### config.mk
export PLATFORM = sky130hd
export DESIGN_NAME = timer_bank_regs
export DESIGN_NICKNAME = d
export VERILOG_FILES = /design/src/rtl/tbr_pkg.sv /design/src/rtl/tbr_addr_decode.sv /design/src/rtl/tbr_chan_file.sv /design/src/rtl/tbr_ctrl_seq.sv /design/src/rtl/timer_bank_regs.sv
export SDC_FILE = /design/constraint.sdc
export NUM_CORES = 2
export LEC_CHECK = 0
export BUFFER_PORTS_ARGS = -buffer_cell sky130_fd_sc_hd__buf_2
export CORE_AREA = 2 2 469 471
export DETAILED_ROUTE_END_ITERATION = 8
export DIE_AREA = 0 0 471 473
export PLACE_DENSITY = 0.45
export SLEW_MARGIN = 20
export SYNTH_ARGS = -nofsm -noshare
export SYNTH_HDL_FRONTEND = slang
export SYNTH_HIERARCHICAL = 1
export SYNTH_SLANG_ARGS = --single-unit
### constraint.sdc
create_clock -name clk -period 3.5 [get_ports clk]
set_input_delay 0.175 -clock clk [delete_from_list [all_inputs] [get_ports clk]]
set_output_delay 0.175 -clock clk [all_outputs]
set_load 0.02 [all_outputs]
### src/rtl/tbr_pkg.sv
package tbr_pkg;

  typedef enum logic [1:0] {
    ACC_CHAN  = 2'd0,
    ACC_CTRL  = 2'd1,
    ACC_CTRL2 = 2'd2,
    ACC_BAD   = 2'd3
  } acc_kind_e;

  typedef enum logic [1:0] {
    FLD_COUNT  = 2'd0,
    FLD_RELOAD = 2'd1,
    FLD_MATCH1 = 2'd2,
    FLD_MATCH2 = 2'd3
  } chan_fld_e;

  localparam int NIB_W     = 4;
  localparam int BIT_RUN   = 0;
  localparam int BIT_EXT   = 1;
  localparam int BIT_OVF   = 2;
  localparam int BIT_PULSE = 3;
  localparam int BLK_BYTES = 16;

  // mask of the pulse bits belonging to channels that may not use pulse mode
  function automatic logic [31:0] low_pulse_mask(input int first_capable);
    logic [31:0] m;
    m = '0;
    for (int i = 0; i < 8; i++)
      if (i < first_capable) m[i*NIB_W + BIT_PULSE] = 1'b1;
    return m;
  endfunction

endpackage

### src/rtl/tbr_addr_decode.sv
module tbr_addr_decode
  import tbr_pkg::*;
#(
  parameter int ADDR_W     = 8,
  parameter int NCH        = 8,
  parameter int LOW_BLOCKS = 3,
  localparam int CH_W      = $clog2(NCH)
) (
  input  logic [ADDR_W-1:0] addr,
  output acc_kind_e         kind,
  output logic [CH_W-1:0]   ch,
  output chan_fld_e         fld
);
  localparam int CTRL_OFF  = LOW_BLOCKS * BLK_BYTES;
  localparam int CTRL2_OFF = CTRL_OFF + 4;
  localparam int HIGH_BASE = CTRL_OFF + BLK_BYTES;
  localparam int HIGH_END  = HIGH_BASE + (NCH - LOW_BLOCKS) * BLK_BYTES;

  int a;
  int blk;

  always_comb begin
    a    = int'(addr);
    blk  = a / BLK_BYTES;
    kind = ACC_BAD;
    ch   = '0;
    fld  = chan_fld_e'(addr[3:2]);
    if (addr[1:0] != 2'b00) begin
      kind = ACC_BAD;
    end else if (a < CTRL_OFF) begin
      kind = ACC_CHAN;
      ch   = CH_W'(blk);
    end else if (a == CTRL_OFF) begin
      kind = ACC_CTRL;
    end else if (a == CTRL2_OFF) begin
      kind = ACC_CTRL2;
    end else if (a >= HIGH_BASE && a < HIGH_END) begin
      kind = ACC_CHAN;
      ch   = CH_W'(blk - 1);
    end
  end
endmodule

### src/rtl/tbr_chan_file.sv
module tbr_chan_file
  import tbr_pkg::*;
#(
  parameter int NCH  = 8,
  parameter int DW   = 32,
  localparam int CH_W = $clog2(NCH)
) (
  input  logic            clk,
  input  logic            rst_n,
  input  logic            wr_en,
  input  logic [CH_W-1:0] sel_ch,
  input  chan_fld_e       sel_fld,
  input  logic [DW-1:0]   wdata,
  input  logic [NCH*DW-1:0] cnt_live,
  output logic [NCH*DW-1:0] reload_flat,
  output logic [NCH*DW-1:0] match1_flat,
  output logic [NCH*DW-1:0] match2_flat,
  output logic [NCH-1:0]    cnt_load,
  output logic [DW-1:0]     cnt_load_val,
  output logic [DW-1:0]     rd_word
);
  for (genvar g = 0; g < NCH; g++) begin : g_ch
    logic hit;
    assign hit = wr_en && (sel_ch == CH_W'(g));

    always_ff @(posedge clk) begin
      if (!rst_n) begin
        reload_flat[g*DW +: DW] <= '0;
        match1_flat[g*DW +: DW] <= '0;
        match2_flat[g*DW +: DW] <= '0;
        cnt_load[g]             <= 1'b0;
      end else begin
        cnt_load[g] <= hit && (sel_fld == FLD_COUNT);
        if (hit && sel_fld == FLD_RELOAD) reload_flat[g*DW +: DW] <= wdata;
        if (hit && sel_fld == FLD_MATCH1) match1_flat[g*DW +: DW] <= wdata;
        if (hit && sel_fld == FLD_MATCH2) match2_flat[g*DW +: DW] <= wdata;
      end
    end
  end

  always_ff @(posedge clk) begin
    if (!rst_n) cnt_load_val <= '0;
    else if (wr_en && sel_fld == FLD_COUNT) cnt_load_val <= wdata;
  end

  always_comb begin
    unique case (sel_fld)
      FLD_COUNT:  rd_word = cnt_live[sel_ch*DW +: DW];
      FLD_RELOAD: rd_word = reload_flat[sel_ch*DW +: DW];
      FLD_MATCH1: rd_word = match1_flat[sel_ch*DW +: DW];
      default:    rd_word = match2_flat[sel_ch*DW +: DW];
    endcase
  end

  a_r2_load_onehot: assert property (@(posedge clk) disable iff (!rst_n)
    $onehot0(cnt_load));
  a_r2_load_follows_write: assert property (@(posedge clk) disable iff (!rst_n)
    (wr_en && sel_fld == FLD_COUNT) |=> ($countones(cnt_load) == 1));
  a_r1_hold_without_write: assert property (@(posedge clk) disable iff (!rst_n)
    !wr_en |=> ($stable(reload_flat) && $stable(match1_flat) && $stable(match2_flat)));
endmodule

### src/rtl/tbr_ctrl_seq.sv
module tbr_ctrl_seq
  import tbr_pkg::*;
#(
  parameter int NCH         = 8,
  parameter int DW          = 32,
  parameter int PULSE_FIRST = 4
) (
  input  logic          clk,
  input  logic          rst_n,
  input  logic          wr_ctrl,
  input  logic          wr_ctrl2,
  input  logic [DW-1:0] wdata,
  output logic [DW-1:0] ctrl_word,
  output logic [DW-1:0] ctrl2_word,
  output logic          pulse_reject,
  output logic [NCH-1:0] run_en,
  output logic [NCH-1:0] clk_ext,
  output logic [NCH-1:0] ovf_ie,
  output logic [NCH-1:0] pulse_en,
  output logic [NCH-1:0] start_stb,
  output logic [NCH-1:0] stop_stb
);
  localparam logic [DW-1:0] REJECT_MASK = DW'(low_pulse_mask(PULSE_FIRST));

  logic [DW-1:0]  new_word;
  logic [NCH-1:0] old_run, new_run, new_ext, new_ovf, new_pls;

  assign new_word     = wdata & ~REJECT_MASK;
  assign pulse_reject = wr_ctrl && |(wdata & REJECT_MASK);

  for (genvar g = 0; g < NCH; g++) begin : g_unpack
    assign old_run[g] = ctrl_word[g*NIB_W + BIT_RUN];
    assign new_run[g] = new_word[g*NIB_W + BIT_RUN];
    assign new_ext[g] = new_word[g*NIB_W + BIT_EXT];
    assign new_ovf[g] = new_word[g*NIB_W + BIT_OVF];
    assign new_pls[g] = new_word[g*NIB_W + BIT_PULSE];
  end

  // step 1: stop; step 2: configure; step 3: start
  logic [NCH-1:0] s1_clr, s1_set, s2_set, s3_set;
  logic [NCH-1:0] s1_ext, s1_ovf, s1_pls, s2_ext, s2_ovf, s2_pls;
  logic           s1_v, s2_v;
  logic [NCH-1:0] stop_now, start_now;

  assign stop_now  = s1_clr & run_en;
  assign start_now = s3_set & ~s1_clr & ~run_en;

  always_ff @(posedge clk) begin
    if (!rst_n) begin
      ctrl_word  <= '0;
      ctrl2_word <= '0;
      s1_clr <= '0; s1_set <= '0; s2_set <= '0; s3_set <= '0;
      s1_ext <= '0; s1_ovf <= '0; s1_pls <= '0;
      s2_ext <= '0; s2_ovf <= '0; s2_pls <= '0;
      s1_v <= 1'b0; s2_v <= 1'b0;
      run_en <= '0; clk_ext <= '0; ovf_ie <= '0; pulse_en <= '0;
      start_stb <= '0; stop_stb <= '0;
    end else begin
      if (wr_ctrl2) ctrl2_word <= wdata;
      if (wr_ctrl) ctrl_word <= new_word;
      s1_v   <= wr_ctrl;
      s1_clr <= wr_ctrl ? (old_run & ~new_run) : '0;
      s1_set <= wr_ctrl ? (~old_run & new_run) : '0;
      s1_ext <= new_ext;
      s1_ovf <= new_ovf;
      s1_pls <= new_pls;
      s2_v   <= s1_v;
      s2_set <= s1_set;
      s2_ext <= s1_ext;
      s2_ovf <= s1_ovf;
      s2_pls <= s1_pls;
      s3_set <= s2_set;
      if (s2_v) begin
        clk_ext  <= s2_ext;
        ovf_ie   <= s2_ovf;
        pulse_en <= s2_pls;
      end
      run_en    <= (run_en | start_now) & ~s1_clr;
      stop_stb  <= stop_now;
      start_stb <= start_now;
    end
  end

  a_r6_start_stop_exclusive: assert property (@(posedge clk) disable iff (!rst_n)
    (start_stb & stop_stb) == '0);
  a_r5_stop_drops_run: assert property (@(posedge clk) disable iff (!rst_n)
    (stop_stb & run_en) == '0);
  a_r6_start_raises_run: assert property (@(posedge clk) disable iff (!rst_n)
    (start_stb & ~run_en) == '0);
  a_r5_stop_only_if_running: assert property (@(posedge clk) disable iff (!rst_n)
    |stop_stb |=> ($past(stop_stb) & ~$past(run_en, 2)) == '0);
  a_r4_low_pulse_never: assert property (@(posedge clk) disable iff (!rst_n)
    wr_ctrl |=> (ctrl_word & REJECT_MASK) == '0);
endmodule

### src/rtl/timer_bank_regs.sv
module timer_bank_regs
  import tbr_pkg::*;
#(
  parameter int NCH         = 8,
  parameter int DW          = 32,
  parameter int ADDR_W      = 8,
  parameter int LOW_BLOCKS  = 3,
  parameter int PULSE_FIRST = 4
) (
  input  logic              clk,
  input  logic              rst_n,
  input  logic              bus_valid,
  input  logic              bus_write,
  input  logic [ADDR_W-1:0] bus_addr,
  input  logic [DW-1:0]     bus_wdata,
  output logic [DW-1:0]     bus_rdata,
  output logic              bus_err,
  input  logic [NCH*DW-1:0] cnt_live,
  output logic [NCH-1:0]    cnt_load,
  output logic [DW-1:0]     cnt_load_val,
  output logic [NCH*DW-1:0] reload_val,
  output logic [NCH*DW-1:0] match1_val,
  output logic [NCH*DW-1:0] match2_val,
  output logic [NCH-1:0]    run_en,
  output logic [NCH-1:0]    clk_ext,
  output logic [NCH-1:0]    ovf_irq_en,
  output logic [NCH-1:0]    pulse_en,
  output logic [NCH-1:0]    start_stb,
  output logic [NCH-1:0]    stop_stb
);
  localparam int CH_W = $clog2(NCH);

  acc_kind_e       acc_kind;
  logic [CH_W-1:0] acc_ch;
  chan_fld_e       acc_fld;
  logic [DW-1:0]   chan_rd, ctrl_word, ctrl2_word;
  logic            pulse_reject;
  logic            wr_chan, wr_ctrl, wr_ctrl2, rd_any, bad_acc;

  tbr_addr_decode #(.ADDR_W(ADDR_W), .NCH(NCH), .LOW_BLOCKS(LOW_BLOCKS)) u_dec (
    .addr(bus_addr), .kind(acc_kind), .ch(acc_ch), .fld(acc_fld)
  );

  assign wr_chan  = bus_valid && bus_write && acc_kind == ACC_CHAN;
  assign wr_ctrl  = bus_valid && bus_write && acc_kind == ACC_CTRL;
  assign wr_ctrl2 = bus_valid && bus_write && acc_kind == ACC_CTRL2;
  assign rd_any   = bus_valid && !bus_write;
  assign bad_acc  = bus_valid && acc_kind == ACC_BAD;

  tbr_chan_file #(.NCH(NCH), .DW(DW)) u_chans (
    .clk(clk), .rst_n(rst_n), .wr_en(wr_chan), .sel_ch(acc_ch), .sel_fld(acc_fld),
    .wdata(bus_wdata), .cnt_live(cnt_live), .reload_flat(reload_val),
    .match1_flat(match1_val), .match2_flat(match2_val), .cnt_load(cnt_load),
    .cnt_load_val(cnt_load_val), .rd_word(chan_rd)
  );

  tbr_ctrl_seq #(.NCH(NCH), .DW(DW), .PULSE_FIRST(PULSE_FIRST)) u_ctrl (
    .clk(clk), .rst_n(rst_n), .wr_ctrl(wr_ctrl), .wr_ctrl2(wr_ctrl2), .wdata(bus_wdata),
    .ctrl_word(ctrl_word), .ctrl2_word(ctrl2_word), .pulse_reject(pulse_reject),
    .run_en(run_en), .clk_ext(clk_ext), .ovf_ie(ovf_irq_en), .pulse_en(pulse_en),
    .start_stb(start_stb), .stop_stb(stop_stb)
  );

  always_ff @(posedge clk) begin
    if (!rst_n) begin
      bus_rdata <= '0;
      bus_err   <= 1'b0;
    end else begin
      bus_err <= bad_acc || pulse_reject;
      if (rd_any) begin
        unique case (acc_kind)
          ACC_CHAN:  bus_rdata <= chan_rd;
          ACC_CTRL:  bus_rdata <= ctrl_word;
          ACC_CTRL2: bus_rdata <= ctrl2_word;
          default:   bus_rdata <= '0;
        endcase
      end
    end
  end

  a_r8_bad_flags_err: assert property (@(posedge clk) disable iff (!rst_n)
    bad_acc |=> bus_err);
  a_r8_bad_read_zero: assert property (@(posedge clk) disable iff (!rst_n)
    (bad_acc && !bus_write) |=> bus_rdata == '0);
  a_r7_ctrl2_no_effect: assert property (@(posedge clk) disable iff (!rst_n)
    wr_ctrl2 |=> ($stable(run_en) && start_stb == '0 && stop_stb == '0));
endmodule

==> After elaboration in Yosys (flattened, before gate mapping) <==
Index checks and enable logic that the tools add are counted.
{ "totals": {"ff_bits": 1031, "inputBits": 300, "out_inout_bits": 889, "word_cells": 159} }
{ "op_classes": {"n_addsub": 1, "n_lt_le_gt_ge": 3, "eq_ne": 15, "shift": 4, "mux": 12, "bitwise": 11, "n_reduce_logical": 57} }
{ "ops": {"columns": ["cell", "count"], "rows": [
  ["256-bit by 9-bit indexed part select with 32-bit output", 4],
  ["32-bit case mux with 3 select lines", 2],
  ["1-bit logical AND", 49],
  ["8-bit bitwise AND", 6],
  ["8-bit NOT", 4],
  ["8-bit by 7-bit equality test with 1-bit output, second input constant", 2],
  ["3-bit two-way mux", 5],
  ["3-bit equality test, second input constant", 4],
  ["2-bit two-way mux", 5],
  ["2-bit equality test, second input constant", 4],
  ["8-bit by 7-bit >= comparator with 1-bit output, second input constant", 1],
  ["8-bit by 6-bit less-than comparator with 1-bit output, second input constant", 1],
  ["8-bit less-than comparator, second input constant", 1],
  ["8-bit bitwise OR", 1],
  ["3-bit by 2-bit equality test with 1-bit output, second input constant", 2],
  ["2-bit by 1-bit equality test with 1-bit output, second input constant", 2],
  ["2-bit zero test", 2],
  ["4-bit OR reduction", 1],
  ["3-bit by 1-bit equality test with 1-bit output, second input constant", 1],
  ["3-bit zero test", 1],
  ["3-bit by 1-bit subtractor with 3-bit output, second input constant", 1],
  ["2-bit AND reduction", 1],
  ["2-bit nonzero test", 1],
  ["1-bit zero test", 1],
  ["1-bit logical OR", 1]
]} }

==> Longest topological paths before layout <==
{ "depth": {"depth_word": 11, "ltp_mapped": 15, "ltp_nobuf": 12} }

==> By module <==
The synthesis kept the hierarchy.
{ "modules_own_cells": {"columns": ["mod", "n_inst", "cells_each", "area_each_um2", "seq_area_each_um2"], "rows": [
  ["tbr_chan_file", 1, 4861, 39863.2, 16175.5],
  ["tbr_ctrl_seq", 1, 484, 5898.2, 3563.4],
  ["timer_bank_regs", 1, 195, 2070.7, 660.6],
  ["tbr_addr_decode", 1, 26, 205.2, 0.0]
]} }

==> Worst setup path after synthesis <==
OpenSTA, ideal clock, no wires.
{ "synth_timing": {"path_kind": "input port to flip-flop", "from": "input port bus_addr[4]", "to": "register bus_rdata[16]", "setup_ps": 132, "t_arrival_ps": 2704, "required_time_ps": 3368, "slack_ps": 664, "cell_stages": 14, "path_cell_list": "inv_1 ha_1 nor4bb_1 o31a_1 or2_1 buf_4 buf_4 buf_2 a21oi_1 o41ai_1 a31oi_1 mux2_4 a222oi_1 nor3_1"} }
{ "synth_between": {"elab_chain_cells": 10, "word_cells_on_any_way": 26} }
{ "synth_rtl": {"columns": ["item", "line", "text"], "rows": [
  ["from (decl)", "timer_bank_regs.sv:14", "input logic [ADDR_W-1:0] bus_addr,"],
  ["8-bit by 7-bit >= comparator with 1-bit output or 8-bit less-than comparator (tied branches)", "tbr_addr_decode.sv:37", "end else if (a >= HIGH_BASE && a < HIGH_END) begin"],
  ["1-bit logical AND", "tbr_addr_decode.sv:37", null],
  ["3-bit two-way mux", "tbr_addr_decode.sv:37", null],
  ["3-bit two-way mux", "tbr_addr_decode.sv:35", "end else if (a == CTRL2_OFF) begin"],
  ["3-bit two-way mux", "tbr_addr_decode.sv:33", "end else if (a == CTRL_OFF) begin"],
  ["3-bit two-way mux *", "tbr_addr_decode.sv:30", "end else if (a < CTRL_OFF) begin"],
  ["3-bit two-way mux *", "tbr_addr_decode.sv:28", "if (addr[1:0] != 2'b00) begin"],
  ["named net acc_ch[1]", "timer_bank_regs.sv:34", "logic [CH_W-1:0] acc_ch;"],
  ["256-bit by 9-bit indexed part select with 32-bit output (on tied branches)", null, null],
  ["32-bit case mux with 3 select lines *", "tbr_chan_file.sv:47", "unique case (sel_fld)"],
  ["named net chan_rd[16]", "timer_bank_regs.sv:36", "logic [DW-1:0] chan_rd, ctrl_word, ctrl2_word;"],
  ["32-bit case mux with 3 select lines *", "timer_bank_regs.sv:71", "unique case (acc_kind)"],
  ["to (signal assigned)", "timer_bank_regs.sv:72", "ACC_CHAN: bus_rdata <= chan_rd;"],
  ["to (signal assigned)", "timer_bank_regs.sv:73", "ACC_CTRL: bus_rdata <= ctrl_word;"],
  ["to (signal assigned)", "timer_bank_regs.sv:74", "ACC_CTRL2: bus_rdata <= ctrl2_word;"],
  ["to (decl)", "timer_bank_regs.sv:16", "output logic [DW-1:0] bus_rdata,"]
]} }
The timed path passes the listed nets; every way through them passes the cells marked *.
A chain may end at the register's enable or synchronous reset.

==> Final worst setup path <==
{ "layout_timing": {"from": "input port bus_addr[7]", "to": "register bus_rdata[12]"} }
The elaborated chain is that of the path after synthesis.

==> impl_metrics.ini <==
[synth]
synth_cell_types = 55
netlist_instances = 5566
synth_simple_gate_area_share_pct = 17.7
synth_seq_cells = 1019
synthTopCellsByArea = dfxtp_1 (42%), nand2_1 (13%), a21boi_1 (9.0%), mux2i_1 (8.5%), mux2_2 (5.4%)
postSynthAreaPerCell_um2 = 8.63
synth_area_leader_cell = dfxtp_1
synth-compound-area-share_pct = 19.8
synth-seq-area-share_pct = 42.5
synth_mux_area_share_pct = 14.4
synth_xor_area_share_pct = 0
synth_adder_area_share_pct = 0.0521
synth_top_area_share_pct = 42.5
synth_top_family_by_area = compound AO/OA/AOI/OAI gates
yosys_warnings = 6
syn_area_mm2 = 0.0480

[global_route]
grt_overflow_total = 0
grtUsageTotal_pct = 25.8
grt_pass1_vias = 44700
grt_pass1_wl_um = 400000
grt_max_degree = 168
antenna_found_initial = 63

[floorplan]
die-area_mm2 = 0.223
ios = 1189
core-area_mm2 = 0.218
die_h_um = 473
start_util_pct = 22.0
rows = 172
dieWidth_um = 471

[run]
drv_cap = 0

[run_status]
status = complete, no violations

[routing]
first_pass_iters = 8
drt_iter0_drc = 4745
wl_met2_um = 132000
met3_wirelength_um = 28000
viasPerCell = 4.92
wl_per_cell_um = 31.1
highest_layer = met5
vias = 47600
met1_length_um = 129000
drt_wl_total_um = 301000
remaining_drc_errors = 0
ant_nets = 0

[clocking]
cts_setup_buffers = 0
clock-sinks = 1019
cts_buffer_depth = 3
clkTransAtPathRegs_ps = 60
h-tree-depth = 4
cts_root_buf = clkbuf_16
cts_tree = done
cts_made_buffers = 132
clk_latency_ps = 810

[sta]
fin_skew_ps = 18.2
final-hold-violation-count = 0
setup_tns_ps = 0
worstMarginPinSlew_ps = 1240
fin_crit_ps = 3140
post-route-period-util_pct = 89.6
slew_viol_final = 0
rsz0062_at_grt = no
setup_viol = 0
slew_headroom_pct = 17.6
fmax_mhz = 319

[setup_path]
critical_path_class = primary input to register
path_buf_inv = 4
cp-start-kind = primary input
cpMostUsedCell = buf_12
crit_family = buffers and inverters
path_cells = dlygate4sd3_1, buf_2, nor4bb_1, o31a_1, nand2b_4, buf_12, a21oi_1, o41ai_1, and4_1, buf_12, a31oi_1, mux2_4, a222oi_1, nor3_1
cp_data_required_time_ps = 4150
critPathMaxStageDelay_ps = 580
worst_path_max_delay_cell = dlygate4sd3_1
cp_data_arrival_time_ps = 3790
crit_fanout = 19
crit_path_end_kind = register

[finish]
syn_to_final_growth_pct = 31.5
nFillCells = 23400
most-common-layout-cells = nand2_1 (1643), buf_2 (1180), dfxtp_1 (1019), a21boi_1 (573), mux2i_1 (407)
drive_gt1_share_pct = 29.8
layout_commonest_cell = nand2_1
nNetsFinal = 6981

[power]
ir_worst_vdd_v = 0.000497
leakage_nw = 25.5
fin_total_pwr_mw = 27.9
p_per_area_mw_per_mm2 = 441

[worst_hold_path]
hold_path.class = primary input to register

[place]
portBuffers = 1184
hpwl_um = 228000
gp_congestion = 0.919
==> flip-flops by register name, indices dropped and copies added (netlist names), 28 cells and up <==
| signal | count |
|---|---|
| bus_rdata | 32 |
| u_ctrl/ctrl_word | 28 |
| u_chans/match1_flat | 256 |
| u_chans/match2_flat | 256 |
| u_chans/cnt_load_val | 32 |
| u_ctrl/ctrl2_word | 32 |
| u_chans/reload_flat | 256 |
==> worst paths after layout <==
kind | from | end | slack, ps | cells past startpoint
worst max-delay path | bus_addr[7] | bus_rdata[12] | 360 | 14
worst min-delay path | bus_wdata[26] | u_chans/match2_flat[90] | 80 | 3
worst max register to register | u_chans/match2_flat[221] | bus_rdata[29] | 840 | 8
worst min register to register | u_ctrl/s2_set[1] | u_ctrl/s3_set[1] | 420 | 1
==> Yosys cell counts (all sizes together) <==
master / n
mux2i: 407
and4: 32
o41ai: 64
dfxtp: 1019
o31a: 2
a21oi: 313
nand2: 1665
nor4bb: 2
and3: 8
a221oi: 39
clkbuf: 291
nor4b: 2
nand3b: 3
nand4b: 2
ha: 2
nor3b: 31
a22o: 25
a222oi: 32
nor3: 34
mux2: 249
nand2b: 4
o41a: 1
a211oi: 32
nand3: 2
and4bb: 8
or2: 1
nor2: 47
nand4: 1
and2b: 3
buf: 250
or3b: 2
nor2b: 90
a31oi: 33
a21boi: 801
inv: 6
conb: 1
and2: 60
o221ai: 2
==> cell type report <==
type,count,area [um^2],share of cell area (%)
multi-input combinational,4007,25300,40.0
sequential,1019,20400,32.3
timing repair buffer,1513,9460,15.0
clock buffer,189,3850,6.10
tap,2871,3590,5.69
clock inverter,45,490,0.776
antenna,24,60.1,0.0951
inverter,6,22.5,0.0356
==> worst register-to-register path: cells and delay by family (launching register included) <==
family	cells	cell delay (ps)
flops	1	320
mux	2	750
simple gates	2	510
compound gates	4	940
==> power breakdown <==
group          internal, mW  switching (mW)
logic                 0.837            1.46
clock network          8.14            5.81
registers              11.6          0.0144
total                  20.6            7.28
==> through the flow <==
stage	instance area, um^2	utilization, %	hold WS [ps]	std cells	setup slack [ps]
global placement	58500	26.8	414	9389	-107
detailed placement	58500	26.8	417	9389	-135
finish	63200	29.0	80.0	9674	363
CTS	63100	28.9	16.0	9650	445
global route	63100	28.9	46.2	9658	201
floorplan	48100	-	245	5573	664
==> routing by layer <==
metal	GRT usage (%)	vias up
met3	7.81	434
met2	40.1	2268
li1	-	21300
met4	9.63	40
met5	0	-
met1	33.6	23600
==> timing repair <==
| action | CTS | global route |
|---|---|---|
| hold buffers | 27 | 0 |
| endpoints found under the hold margin | 269 | 0 |
| resized for setup | 0 | 0 |
==> logic make-up (layout without fill, tap and decap cells) <==
group / count (synthesis) / in the layout
AOI/OAI and AO/OA: 1344 / 1344
adders and majority gates: 2 / 2
buffers and inverters: 547 / 1753
DFF: 1019 / 1019
muxes: 656 / 656
other: 1 / 32
and+or+nand+nor: 1997 / 1997
(Power assumes the default switching activity.)
